$ cat config.mk
export PLATFORM = sky130hd
export DESIGN_NAME = ext_bus_seq
export DESIGN_NICKNAME = d
export VERILOG_FILES = /design/src/rtl/ebs_pkg.sv /design/src/rtl/ebs_tick_ctr.sv /design/src/rtl/ebs_strobe.sv /design/src/rtl/ebs_bus_ctl.sv /design/src/rtl/ext_bus_seq.sv
export SDC_FILE = /design/constraint.sdc
export NUM_CORES = 1
export LEC_CHECK = 0
export BUFFER_PORTS_ARGS = -buffer_cell sky130_fd_sc_hd__buf_2
export CAP_MARGIN = 20
export CORE_ASPECT_RATIO = 1.75
export CORE_MARGIN = 2
export CORE_UTILIZATION = 30
export DETAILED_ROUTE_END_ITERATION = 12
export PLACE_DENSITY = 0.59
export SKIP_CTS_REPAIR_TIMING = 1
export SYNTH_ARGS = -nofsm -noshare
export SYNTH_HDL_FRONTEND = slang
export SYNTH_SLANG_ARGS = --single-unit
$ cat constraint.sdc
create_clock -name clk_i -period 12.05 [get_ports clk_i]
set_input_delay 0.6025 -clock clk_i [delete_from_list [all_inputs] [get_ports clk_i]]
set_output_delay 0.6025 -clock clk_i [all_outputs]
set_load 0.05 [all_outputs]
$ cat src/rtl/ebs_pkg.sv
package ebs_pkg;
  localparam int NUM_STB = 4;

  typedef enum logic [1:0] {
    STB_CS  = 2'd0,
    STB_ADV = 2'd1,
    STB_OE  = 2'd2,
    STB_WE  = 2'd3
  } stb_e;

  typedef enum logic [1:0] {
    BUS_OFF  = 2'd0,
    BUS_ADDR = 2'd1,
    BUS_DATA = 2'd2
  } bus_src_e;
endpackage

$ cat src/rtl/ebs_tick_ctr.sv
module ebs_tick_ctr #(
  parameter int TW = 6
) (
  input  logic          clk_i,
  input  logic          rst_ni,
  input  logic          req_i,
  input  logic [TW-1:0] last_cur_i,
  input  logic [TW-1:0] last_nxt_i,
  output logic          accept_o,
  output logic          run_q_o,
  output logic [TW-1:0] tick_q_o,
  output logic          run_nxt_o,
  output logic [TW-1:0] tick_nxt_o,
  output logic          done_o
);
  logic          run_q;
  logic [TW-1:0] tick_q;
  logic          done_q;
  logic          at_last;
  logic          cont;

  always_comb begin
    at_last    = run_q && (tick_q == last_cur_i);
    cont       = run_q && !at_last;
    accept_o   = req_i && !run_q;
    run_nxt_o  = accept_o || cont;
    tick_nxt_o = cont ? tick_q + TW'(1) : '0;
  end

  always_ff @(posedge clk_i or negedge rst_ni) begin
    if (!rst_ni) begin
      run_q  <= 1'b0;
      tick_q <= '0;
      done_q <= 1'b0;
    end else begin
      run_q  <= run_nxt_o;
      tick_q <= tick_nxt_o;
      done_q <= run_nxt_o && (tick_nxt_o == last_nxt_i);
    end
  end

  assign run_q_o  = run_q;
  assign tick_q_o = tick_q;
  assign done_o   = done_q;
endmodule

$ cat src/rtl/ebs_strobe.sv
module ebs_strobe #(
  parameter int TW = 6
) (
  input  logic          clk_i,
  input  logic          rst_ni,
  input  logic          run_nxt_i,
  input  logic [TW-1:0] tick_nxt_i,
  input  logic [TW:0]   on_i,
  input  logic [TW:0]   off_i,
  output logic          stb_no
);
  logic [TW:0] t_ext;
  logic        act;

  always_comb begin
    t_ext = {1'b0, tick_nxt_i};
    act   = run_nxt_i && (t_ext >= on_i) && (t_ext < off_i);
  end

  always_ff @(posedge clk_i or negedge rst_ni) begin
    if (!rst_ni) stb_no <= 1'b1;
    else         stb_no <= !act;
  end
endmodule

$ cat src/rtl/ebs_bus_ctl.sv
module ebs_bus_ctl
  import ebs_pkg::*;
#(
  parameter int TW = 6,
  parameter int BW = 16
) (
  input  logic          clk_i,
  input  logic          rst_ni,
  input  logic          run_nxt_i,
  input  logic [TW-1:0] tick_nxt_i,
  input  logic          nxt_mux_i,
  input  logic          nxt_wr_i,
  input  logic [BW-1:0] nxt_addr_i,
  input  logic [BW-1:0] nxt_wdata_i,
  input  logic [TW:0]   nxt_adv_off_i,
  input  logic [TW-1:0] nxt_data_on_i,
  input  logic          run_q_i,
  input  logic [TW-1:0] tick_q_i,
  input  logic          cur_wr_i,
  input  logic [TW-1:0] cur_access_i,
  input  logic [BW-1:0] ad_i,
  output logic [BW-1:0] ad_o,
  output logic          ad_oe_o,
  output logic [BW-1:0] rdata_o
);
  bus_src_e src;

  always_comb begin
    if (!run_nxt_i)                                   src = BUS_OFF;
    else if (!nxt_mux_i)                              src = nxt_wr_i ? BUS_DATA : BUS_OFF;
    else if (nxt_wr_i && tick_nxt_i >= nxt_data_on_i) src = BUS_DATA;
    else if ({1'b0, tick_nxt_i} < nxt_adv_off_i)      src = BUS_ADDR;
    else                                              src = BUS_OFF;
  end

  always_ff @(posedge clk_i or negedge rst_ni) begin
    if (!rst_ni) begin
      ad_o    <= '0;
      ad_oe_o <= 1'b0;
      rdata_o <= '0;
    end else begin
      ad_oe_o <= (src != BUS_OFF);
      unique case (src)
        BUS_ADDR: ad_o <= nxt_addr_i;
        BUS_DATA: ad_o <= nxt_wdata_i;
        default:  ad_o <= '0;
      endcase
      // capture at the edge closing the access tick
      if (run_q_i && !cur_wr_i && tick_q_i == cur_access_i) rdata_o <= ad_i;
    end
  end
endmodule

$ cat src/rtl/ext_bus_seq.sv
module ext_bus_seq
  import ebs_pkg::*;
#(
  parameter int TW = 6,
  parameter int BW = 16
) (
  input  logic          clk_i,
  input  logic          rst_ni,
  input  logic          req_i,
  input  logic          wr_i,
  input  logic          mux_i,
  input  logic [BW-1:0] addr_i,
  input  logic [BW-1:0] wdata_i,
  input  logic [TW-1:0] cs_on_i,
  input  logic [TW-1:0] cs_wr_off_i,
  input  logic [TW-1:0] adv_on_i,
  input  logic [TW-1:0] adv_rd_off_i,
  input  logic [TW-1:0] adv_wr_off_i,
  input  logic [TW-1:0] oe_on_i,
  input  logic [TW-1:0] access_i,
  input  logic [TW-1:0] we_on_i,
  input  logic [TW-1:0] we_off_i,
  input  logic [TW-1:0] data_on_i,
  input  logic [TW-1:0] rd_len_i,
  input  logic [TW-1:0] wr_len_i,
  input  logic [BW-1:0] ad_i,
  output logic          busy_o,
  output logic          done_o,
  output logic          cs_no,
  output logic          adv_no,
  output logic          oe_no,
  output logic          we_no,
  output logic [BW-1:0] addr_o,
  output logic [BW-1:0] ad_o,
  output logic          ad_oe_o,
  output logic [BW-1:0] rdata_o
);
  localparam int TW1 = TW + 1;

  typedef struct packed {
    logic          wr;
    logic          mux;
    logic [BW-1:0] addr;
    logic [BW-1:0] wdata;
    logic [TW-1:0] cs_on;
    logic [TW-1:0] cs_wr_off;
    logic [TW-1:0] adv_on;
    logic [TW-1:0] adv_rd_off;
    logic [TW-1:0] adv_wr_off;
    logic [TW-1:0] oe_on;
    logic [TW-1:0] access;
    logic [TW-1:0] we_on;
    logic [TW-1:0] we_off;
    logic [TW-1:0] data_on;
    logic [TW-1:0] rd_len;
    logic [TW-1:0] wr_len;
  } cmd_t;

  function automatic logic [TW-1:0] last_of(input cmd_t c);
    logic [TW-1:0] len;
    len = c.wr ? c.wr_len : c.rd_len;
    return (len == '0) ? '0 : len - TW'(1);
  endfunction

  function automatic logic [TW:0] ext(input logic [TW-1:0] v);
    return {1'b0, v};
  endfunction

  cmd_t          cmd_q, cmd_nxt;
  logic          accept, run_q, run_nxt;
  logic [TW-1:0] tick_q, tick_nxt;
  logic [TW:0]   acc_end, adv_off;
  logic [TW:0]   on_v  [NUM_STB];
  logic [TW:0]   off_v [NUM_STB];
  logic          stb_n [NUM_STB];

  always_comb begin
    cmd_nxt = cmd_q;
    if (accept) begin
      cmd_nxt = '{wr: wr_i, mux: mux_i, addr: addr_i, wdata: wdata_i,
                  cs_on: cs_on_i, cs_wr_off: cs_wr_off_i, adv_on: adv_on_i,
                  adv_rd_off: adv_rd_off_i, adv_wr_off: adv_wr_off_i,
                  oe_on: oe_on_i, access: access_i, we_on: we_on_i,
                  we_off: we_off_i, data_on: data_on_i,
                  rd_len: rd_len_i, wr_len: wr_len_i};
    end
  end

  always_ff @(posedge clk_i or negedge rst_ni) begin
    if (!rst_ni) cmd_q <= '0;
    else         cmd_q <= cmd_nxt;
  end

  ebs_tick_ctr #(.TW(TW)) i_ctr (
    .clk_i      (clk_i),
    .rst_ni     (rst_ni),
    .req_i      (req_i),
    .last_cur_i (last_of(cmd_q)),
    .last_nxt_i (last_of(cmd_nxt)),
    .accept_o   (accept),
    .run_q_o    (run_q),
    .tick_q_o   (tick_q),
    .run_nxt_o  (run_nxt),
    .tick_nxt_o (tick_nxt),
    .done_o     (done_o)
  );

  // OE and read-side CS release one tick past the access tick
  always_comb begin
    acc_end = ext(cmd_nxt.access) + TW1'(1);
    adv_off = ext(cmd_nxt.wr ? cmd_nxt.adv_wr_off : cmd_nxt.adv_rd_off);
    on_v[int'(STB_CS)]   = ext(cmd_nxt.cs_on);
    off_v[int'(STB_CS)]  = cmd_nxt.wr ? ext(cmd_nxt.cs_wr_off) : acc_end;
    on_v[int'(STB_ADV)]  = ext(cmd_nxt.adv_on);
    off_v[int'(STB_ADV)] = adv_off;
    on_v[int'(STB_OE)]   = ext(cmd_nxt.oe_on);
    off_v[int'(STB_OE)]  = cmd_nxt.wr ? '0 : acc_end;
    on_v[int'(STB_WE)]   = ext(cmd_nxt.we_on);
    off_v[int'(STB_WE)]  = cmd_nxt.wr ? ext(cmd_nxt.we_off) : '0;
  end

  for (genvar g = 0; g < NUM_STB; g++) begin : g_stb
    ebs_strobe #(.TW(TW)) i_stb (
      .clk_i      (clk_i),
      .rst_ni     (rst_ni),
      .run_nxt_i  (run_nxt),
      .tick_nxt_i (tick_nxt),
      .on_i       (on_v[g]),
      .off_i      (off_v[g]),
      .stb_no     (stb_n[g])
    );
  end

  ebs_bus_ctl #(.TW(TW), .BW(BW)) i_bus (
    .clk_i         (clk_i),
    .rst_ni        (rst_ni),
    .run_nxt_i     (run_nxt),
    .tick_nxt_i    (tick_nxt),
    .nxt_mux_i     (cmd_nxt.mux),
    .nxt_wr_i      (cmd_nxt.wr),
    .nxt_addr_i    (cmd_nxt.addr),
    .nxt_wdata_i   (cmd_nxt.wdata),
    .nxt_adv_off_i (adv_off),
    .nxt_data_on_i (cmd_nxt.data_on),
    .run_q_i       (run_q),
    .tick_q_i      (tick_q),
    .cur_wr_i      (cmd_q.wr),
    .cur_access_i  (cmd_q.access),
    .ad_i          (ad_i),
    .ad_o          (ad_o),
    .ad_oe_o       (ad_oe_o),
    .rdata_o       (rdata_o)
  );

  assign busy_o = run_q;
  assign addr_o = cmd_q.addr;
  assign cs_no  = stb_n[int'(STB_CS)];
  assign adv_no = stb_n[int'(STB_ADV)];
  assign oe_no  = stb_n[int'(STB_OE)];
  assign we_no  = stb_n[int'(STB_WE)];
endmodule

# --- Yosys cells after proc, flatten, opt, wreduce, memory -nomap -nowiden ---
# Index checks and enable logic that the tools add are counted.
# W data, S select, Z words.
totals:
  in_bits: 125
  output_inout_bits: 55
  ff_bits: 151
op_classes:
  addsub: 4
  mux: 16
  eq_ne: 5
  n_reduce_logical: 26
  n_lt_le_gt_ge: 9
ops:
  columns: ["cell", "count"]
  rows:
  - ["$mux W106", 1]
  - ["$mux W6", 7]
  - ["$pmux W16 S2", 1]
  - ["$ge A6 B6 Y1", 5]
  - ["$eq A6 B6 Y1", 3]
  - ["$logic_and A1 B1 Y1", 15]
  - ["$lt A6 B7 Y1", 2]
  - ["$mux W7", 2]
  - ["$logic_not A6 Y1", 2]
  - ["$lt A6 B6 Y1", 2]
  - ["$sub A6 B1 Y6 const B", 2]
  - ["$mux W2", 4]
  - ["$add A6 B1 Y7 const B", 1]
  - ["$logic_not A1 Y1", 7]
  - ["$add A6 B1 Y6 const B", 1]
  - ["$eq A2 B1 Y1 const B", 1]
  - ["$eq A2 B2 Y1 const B", 1]
  - ["$reduce_bool A2 Y1", 1]
  - ["$logic_or A1 B1 Y1", 1]
  - ["$mux W1", 1]

# --- Longest topological paths before layout ---
logic_depth:
  word_depth: 15
  depth_mapped: 27

# --- By module ---
# A second synthesis with hierarchy kept.
hier_totals:
  cells_unflattened: 747
  hier_area_um2: 8413.1
by_module_without_submodules:
  columns: ["mod", "cells_per_inst", "area_each_um2", "instances"]
  rows:
  - ["ext_bus_seq", 385, 4919.7, 1]
  - ["ebs_bus_ctl", 142, 1692.9, 1]
  - ["ebs_strobe at g_stb[1].i_stb ...", 41, 316.6, 3]
  - ["ebs_tick_ctr", 56, 539.3, 1]
  - ["ebs_strobe at g_stb[0].i_stb", 41, 311.5, 1]

# --- Worst setup path after synthesis ---
# Ideal clock, no wire load.
synth_path:
  path_type: "reg2reg"
  startpoint: "reg i_ctr.run_q (netlist: i_ctr.run_q_o)"
  endpoint: "reg i_bus.ad_o[10]"
  setup_time_ns: 0.123
  synth_period_minus_slack_ns: 4.803
  slack_ns: 7.247
  t_required_ns: 11.927
  path_buffers: 7
  t_arrival_ns: 4.681
  path_stages_with_launch: 24
  cell_sequence: "dfrtp_1 nand2b_1 buf_2 clkbuf_1 clkbuf_1 buf_1 clkbuf_1 nand2_1 nand2_1 ha_1 nand2b_1 a21o_1 a21oi_1 nor2b_1 o21ai_0 nand2b_1 a21oi_1 o21ai_0 or2_1 ha_1 clkbuf_1 clkbuf_1 a22oi_1 nor2b_1"
synth_rtl:
  columns: ["element", "line", "text"]
  rows:
  - ["start: declaration", "ebs_tick_ctr.sv:16", "logic run_q;"]
  - ["start signal: assignment", "ebs_tick_ctr.sv:36", "run_q <= run_nxt_o;"]
  - ["end signal: assignment", "ebs_bus_ctl.sv:44", "BUS_ADDR: ad_o <= nxt_addr_i;"]
  - ["end signal: assignment", "ebs_bus_ctl.sv:45", "BUS_DATA: ad_o <= nxt_wdata_i;"]
  - ["end: declaration", "ebs_bus_ctl.sv:22", "output logic [BW-1:0] ad_o,"]

# --- Worst setup path after layout ---
layout_path:
  startpoint: "reg cmd_q[105] (netlist name)"
  endpoint: "reg i_bus.ad_o[14]"
layout_between:
  elab_chain_cells: 15
  elab_cells_between_ends: 23
  cone_classes: "1 x add/sub; 2 x order compare; 3 x eq/ne; 11 x mux; 6 x reduce/logical"
layout_lines:
  columns: ["element", "line", "text"]
  rows:
  - ["start: declaration", "ext_bus_seq.sv:69", "cmd_t cmd_q, cmd_nxt;"]
  - ["start signal: assignment", "ext_bus_seq.sv:91", "else cmd_q <= cmd_nxt;"]
  - ["$mux W6 *", "ext_bus_seq.sv:61", "len = c.wr ? c.wr_len : c.rd_len;"]
  - ["$sub A6 B1 Y6 / $logic_not A6 Y1 (equally long branches)", "ext_bus_seq.sv:62", "return (len == '0) ? '0 : len - TW'(1);"]
  - ["$mux W6 *", "ext_bus_seq.sv:62", null]
  - ["$eq A6 B6 Y1 *", "ebs_tick_ctr.sv:23", "at_last = run_q && (tick_q == last_cur_i);"]
  - ["$logic_and A1 B1 Y1 *", "ebs_tick_ctr.sv:23", null]
  - ["$logic_not A1 Y1 *", "ebs_tick_ctr.sv:24", "cont = run_q && !at_last;"]
  - ["$logic_and A1 B1 Y1 *", "ebs_tick_ctr.sv:24", null]
  - ["$mux W6 *", "ebs_tick_ctr.sv:27", "tick_nxt_o = cont ? tick_q + TW'(1) : '0;"]
  - ["via g_stb[0].i_stb.tick_nxt_i[0]", "ebs_strobe.sv:7", "input logic [TW-1:0] tick_nxt_i,"]
  - ["$lt A6 B6 Y1 / $ge A6 B6 Y1 (equally long branches)", "ebs_bus_ctl.sv:32, ebs_bus_ctl.sv:31", null]
  - ["$mux W1 / $logic_and A1 B1 Y1 (equally long branches)", "ebs_bus_ctl.sv:32, ebs_bus_ctl.sv:31", null]
  - ["$mux W2 *", "ebs_bus_ctl.sv:31", "else if (nxt_wr_i && tick_nxt_i >= nxt_data_on_i) src = BUS_DATA;"]
  - ["$mux W2 *", "ebs_bus_ctl.sv:30", "else if (!nxt_mux_i) src = nxt_wr_i ? BUS_DATA : BUS_OFF;"]
  - ["$mux W2 *", "ebs_bus_ctl.sv:29", "if (!run_nxt_i) src = BUS_OFF;"]
  - ["$eq A2 B2 Y1 / $eq A2 B1 Y1 (equally long branches)", "ebs_bus_ctl.sv:43", "unique case (src)"]
  - ["$pmux W16 S2 *", "ebs_bus_ctl.sv:43", null]
# The timed path passes the listed nets; every way through them passes the cells marked *.
# A chain may end at the register's enable or synchronous reset.

==> impl_results.md <==
* Outcome: completed
* I/O Buffers at 179
* WP data required at 12420 ps
* Pin count of the biggest net entering global routing at 84
* Fin crit share at 0.467
* Nets at 1182
* Clk slew on worst S/H paths at 70 ps
* Routability cong. at 0.820
* Min Hold Slack at 209 ps
* Layout cells sized above 1 at 0.251
* Worst EP arrival at 6000 ps
* Filler cells at 2745
* Static leakage at 5.31 nW
* Least-Margin Pin Slew at 923 ps
* # DRC at 0
* Ys async rst share at 1.00
* Critical Path, Cell by Cell: mux2i_1 -> ha_1 -> nor3b_1 -> mux2i_1 -> mux2i_1 -> xor2_1 -> nor4_4 -> a21oi_2 -> inv_1 -> ha_1 -> nand2b_1 -> a21o_1 -> a21oi_1 -> nor2b_1 -> o21ai_0 -> nand2b_1 -> a21oi_1 -> o21ai_0 -> nand3_1 -> ha_1 -> a22oi_1 -> nor2b_1
* Most common cell in the netlist: nand2_1
* Power consumption at 3.14 mW
* Routed Antenna Nets at 0
* CP delay by family, top: compound AO/OA/AOI/OAI gates
* Top-area cell type share of the netlist area at 0.451
* Root Buffer: clkbuf_16
* Critical path buffers and inverters at 1
* I/O pin cnt at 180
* First-pass GRT wire length at 33500 µm
* Initial drt markers at 257
* Multi-input logic area at 3950 µm²
* Place WS at 6390 ps
* Total Wirelength at 21700 µm
* Clk buf depth at 2
* PwrDens at 319 nW/µm²
* Die ar. at 28600 µm²
* Setup TNS at 0 ps
* Total grt overflow at 0
* CTS Buf Count at 17
* Slowest cell delay on critical path at 730 ps
* Area growth, synth to finish at 20.7%
* Final worst path period need at 5630 ps
* Cell variety after synth at 59
* Post-synth top cells: nand2_1, dfrtp_1, mux2i_1, ha_1, inv_1
* Syn Inst Count at 848
* Mapped cell area at 8150 µm²
* Final Max Slew Viols at 0
* VDD IR-drop max at 132 µV
* Die height at 222 µm
* Starting Density at 0.305
* H-tree Lvls at 4
* RSZ-0062 raised after global routing: no
* Worst-case headroom to the max-slew limit at 0.382
* Hpwl dp at 16300 µm
* Clock Sinks at 151
* CP max FO at 18
* Seq/Total Area, Yosys at 0.464
* Worst Hold Class: in -> async
* Vias in the first global route at 6426
* Register area at 3780 µm²
* PnR worst setup slack at 6420 ps
* Antenna violations before repair at 2
* Final Hold Fails at 0
* Setup crit end kind: register
* Critical path launch point type: register
* Synth area leaders: dfrtp_1, nand2_1, ha_1, mux2i_1, mux2_2
* Fmax at 178 MHz
* Register bit total from synthesis at 151
* CTS tree: built
* Via Count at 6322
* DR pass1 iterations at 4
* Post-Route Skew at 15.1 ps
* Maxcap violations at 0
* Tot GR Track Use at 0.154
* Mean area per synthesized cell at 9.61 µm²
* # rows at 79
* Syn_nets at 1030
* Clock Latency Late Sink at 440 ps
* YS warnings at 0
* Routed vias/inst at 4.72
* Synth Flop Type: dfrtp_1
* Worst path slowest cell: dfrtp_1
* Post-synth top area cell: dfrtp_1
* Post-detailed-route wirelength per cell at 16.2 µm
* Final setup violating endpoints at 0
* Post-synth EDFFs at 0
* Core Area at 26700 µm²
* Width of the die at 129 µm
* Crit Path Class: reg -> reg
kinds of logic after synthesis:
| group | Yosys count | synth area share |
|---|---|---|
| xor+xnor | 19 | 0.0204 |
| flops | 151 | 0.464 |
| mux | 78 | 0.0992 |
| fa+ha+maj | 57 | 0.0875 |
| simple gates | 355 | 0.197 |
| buf+inv | 95 | 0.0540 |
| compound gates | 93 | 0.0775 |
state kept, by name (all words and copies together) (netlist names):
name and count:
i_ctr.done_o 1, addr_o 16, i_ctr.run_q_o 1, i_bus.ad_oe_o 1, cmd_q 90, i_ctr.tick_q_o 6, i_bus.rdata_o 16, i_bus.ad_o 16
g_stb.i_stb.stb_no 4
cell type report:
class / instances / share of cell area
multi-input combinational: 602 / 0.401
sequential: 151 / 0.385
timing repair buffer: 187 / 0.0978
clock buffer: 19 / 0.0450
tap: 324 / 0.0412
inverter: 41 / 0.0156
clock inverter: 13 / 0.0141
antenna: 2 / 0.000509
stage by stage:
| step | utilization | cell area, µm² | std cells |
|---|---|---|---|
| 2_1_floorplan | - | 8150 | 848 |
| 3_3_place_gp | 0.347 | 9250 | 1305 |
| 3_5_place_dp | 0.347 | 9250 | 1305 |
| 4_1_cts | 0.368 | 9830 | 1337 |
| 5_1_grt | 0.369 | 9840 | 1339 |
| 6_report | 0.369 | 9840 | 1339 |
routing by layer:
layer | up-vias | wire length [µm] | part of all wire | GRT usage
met3 | 35 | 820 | 0.038 | 0.0316
met5 | - | 0 | 0 | 0
met4 | 0 | 569 | 0.026 | 0.0705
met1 | 3010 | 8580 | 0.40 | 0.170
met2 | 150 | 11700 | 0.54 | 0.278
li1 | 3127 | - | - | -
worst paths after layout:
path,from,endpoint,slack [ps],depth (start not counted)
worst max-delay path,cmd_q[105],i_bus.ad_o[14],6420,22
worst min-delay path,rst_ni,cmd_q[68],210,1
worst max register to register,cmd_q[105],i_bus.ad_o[14],6420,22
worst min register to register,cmd_q[63],cmd_q[63],470,2
max in group asynchronous,rst_ni,cmd_q[82],10460,2
min in group clk_i,cs_wr_off_i[3],cmd_q[63],380,3
worst register-to-register path, cell delays in order (launching register included):
cell      delay (ps)
dfrtp_1          730
mux2i_1          450
ha_1             310
nor3b_1          280
mux2i_1          220
mux2i_1          100
xor2_1           250
nor4_4            90
a21oi_2          380
inv_1            190
ha_1             310
nand2b_1         140
a21o_1           170
a21oi_1          150
nor2b_1           60
o21ai_0          160
nand2b_1          70
a21oi_1          200
o21ai_0          150
nand3_1          190
ha_1             600
a22oi_1          200
nor2b_1          160
report_power, final:
group | switching [mW] | internal (mW)
Clock | 0.230 | 0.296
Combinational | 1.11 | 0.637
Sequential | 0.132 | 0.739
cells in the final DEF, fill, tap and decap left out, types with 17 or more instances in the layout:
master and instances:
mux2i_1 58, ha_1 57, nand2_1 235, nor2b_1 27, buf_2 178, mux2_2 19
nor2_1 27, clkbuf_16 17, a21oi_1 19, inv_1 40, dfrtp_1 147
(Power assumes the default switching activity.)
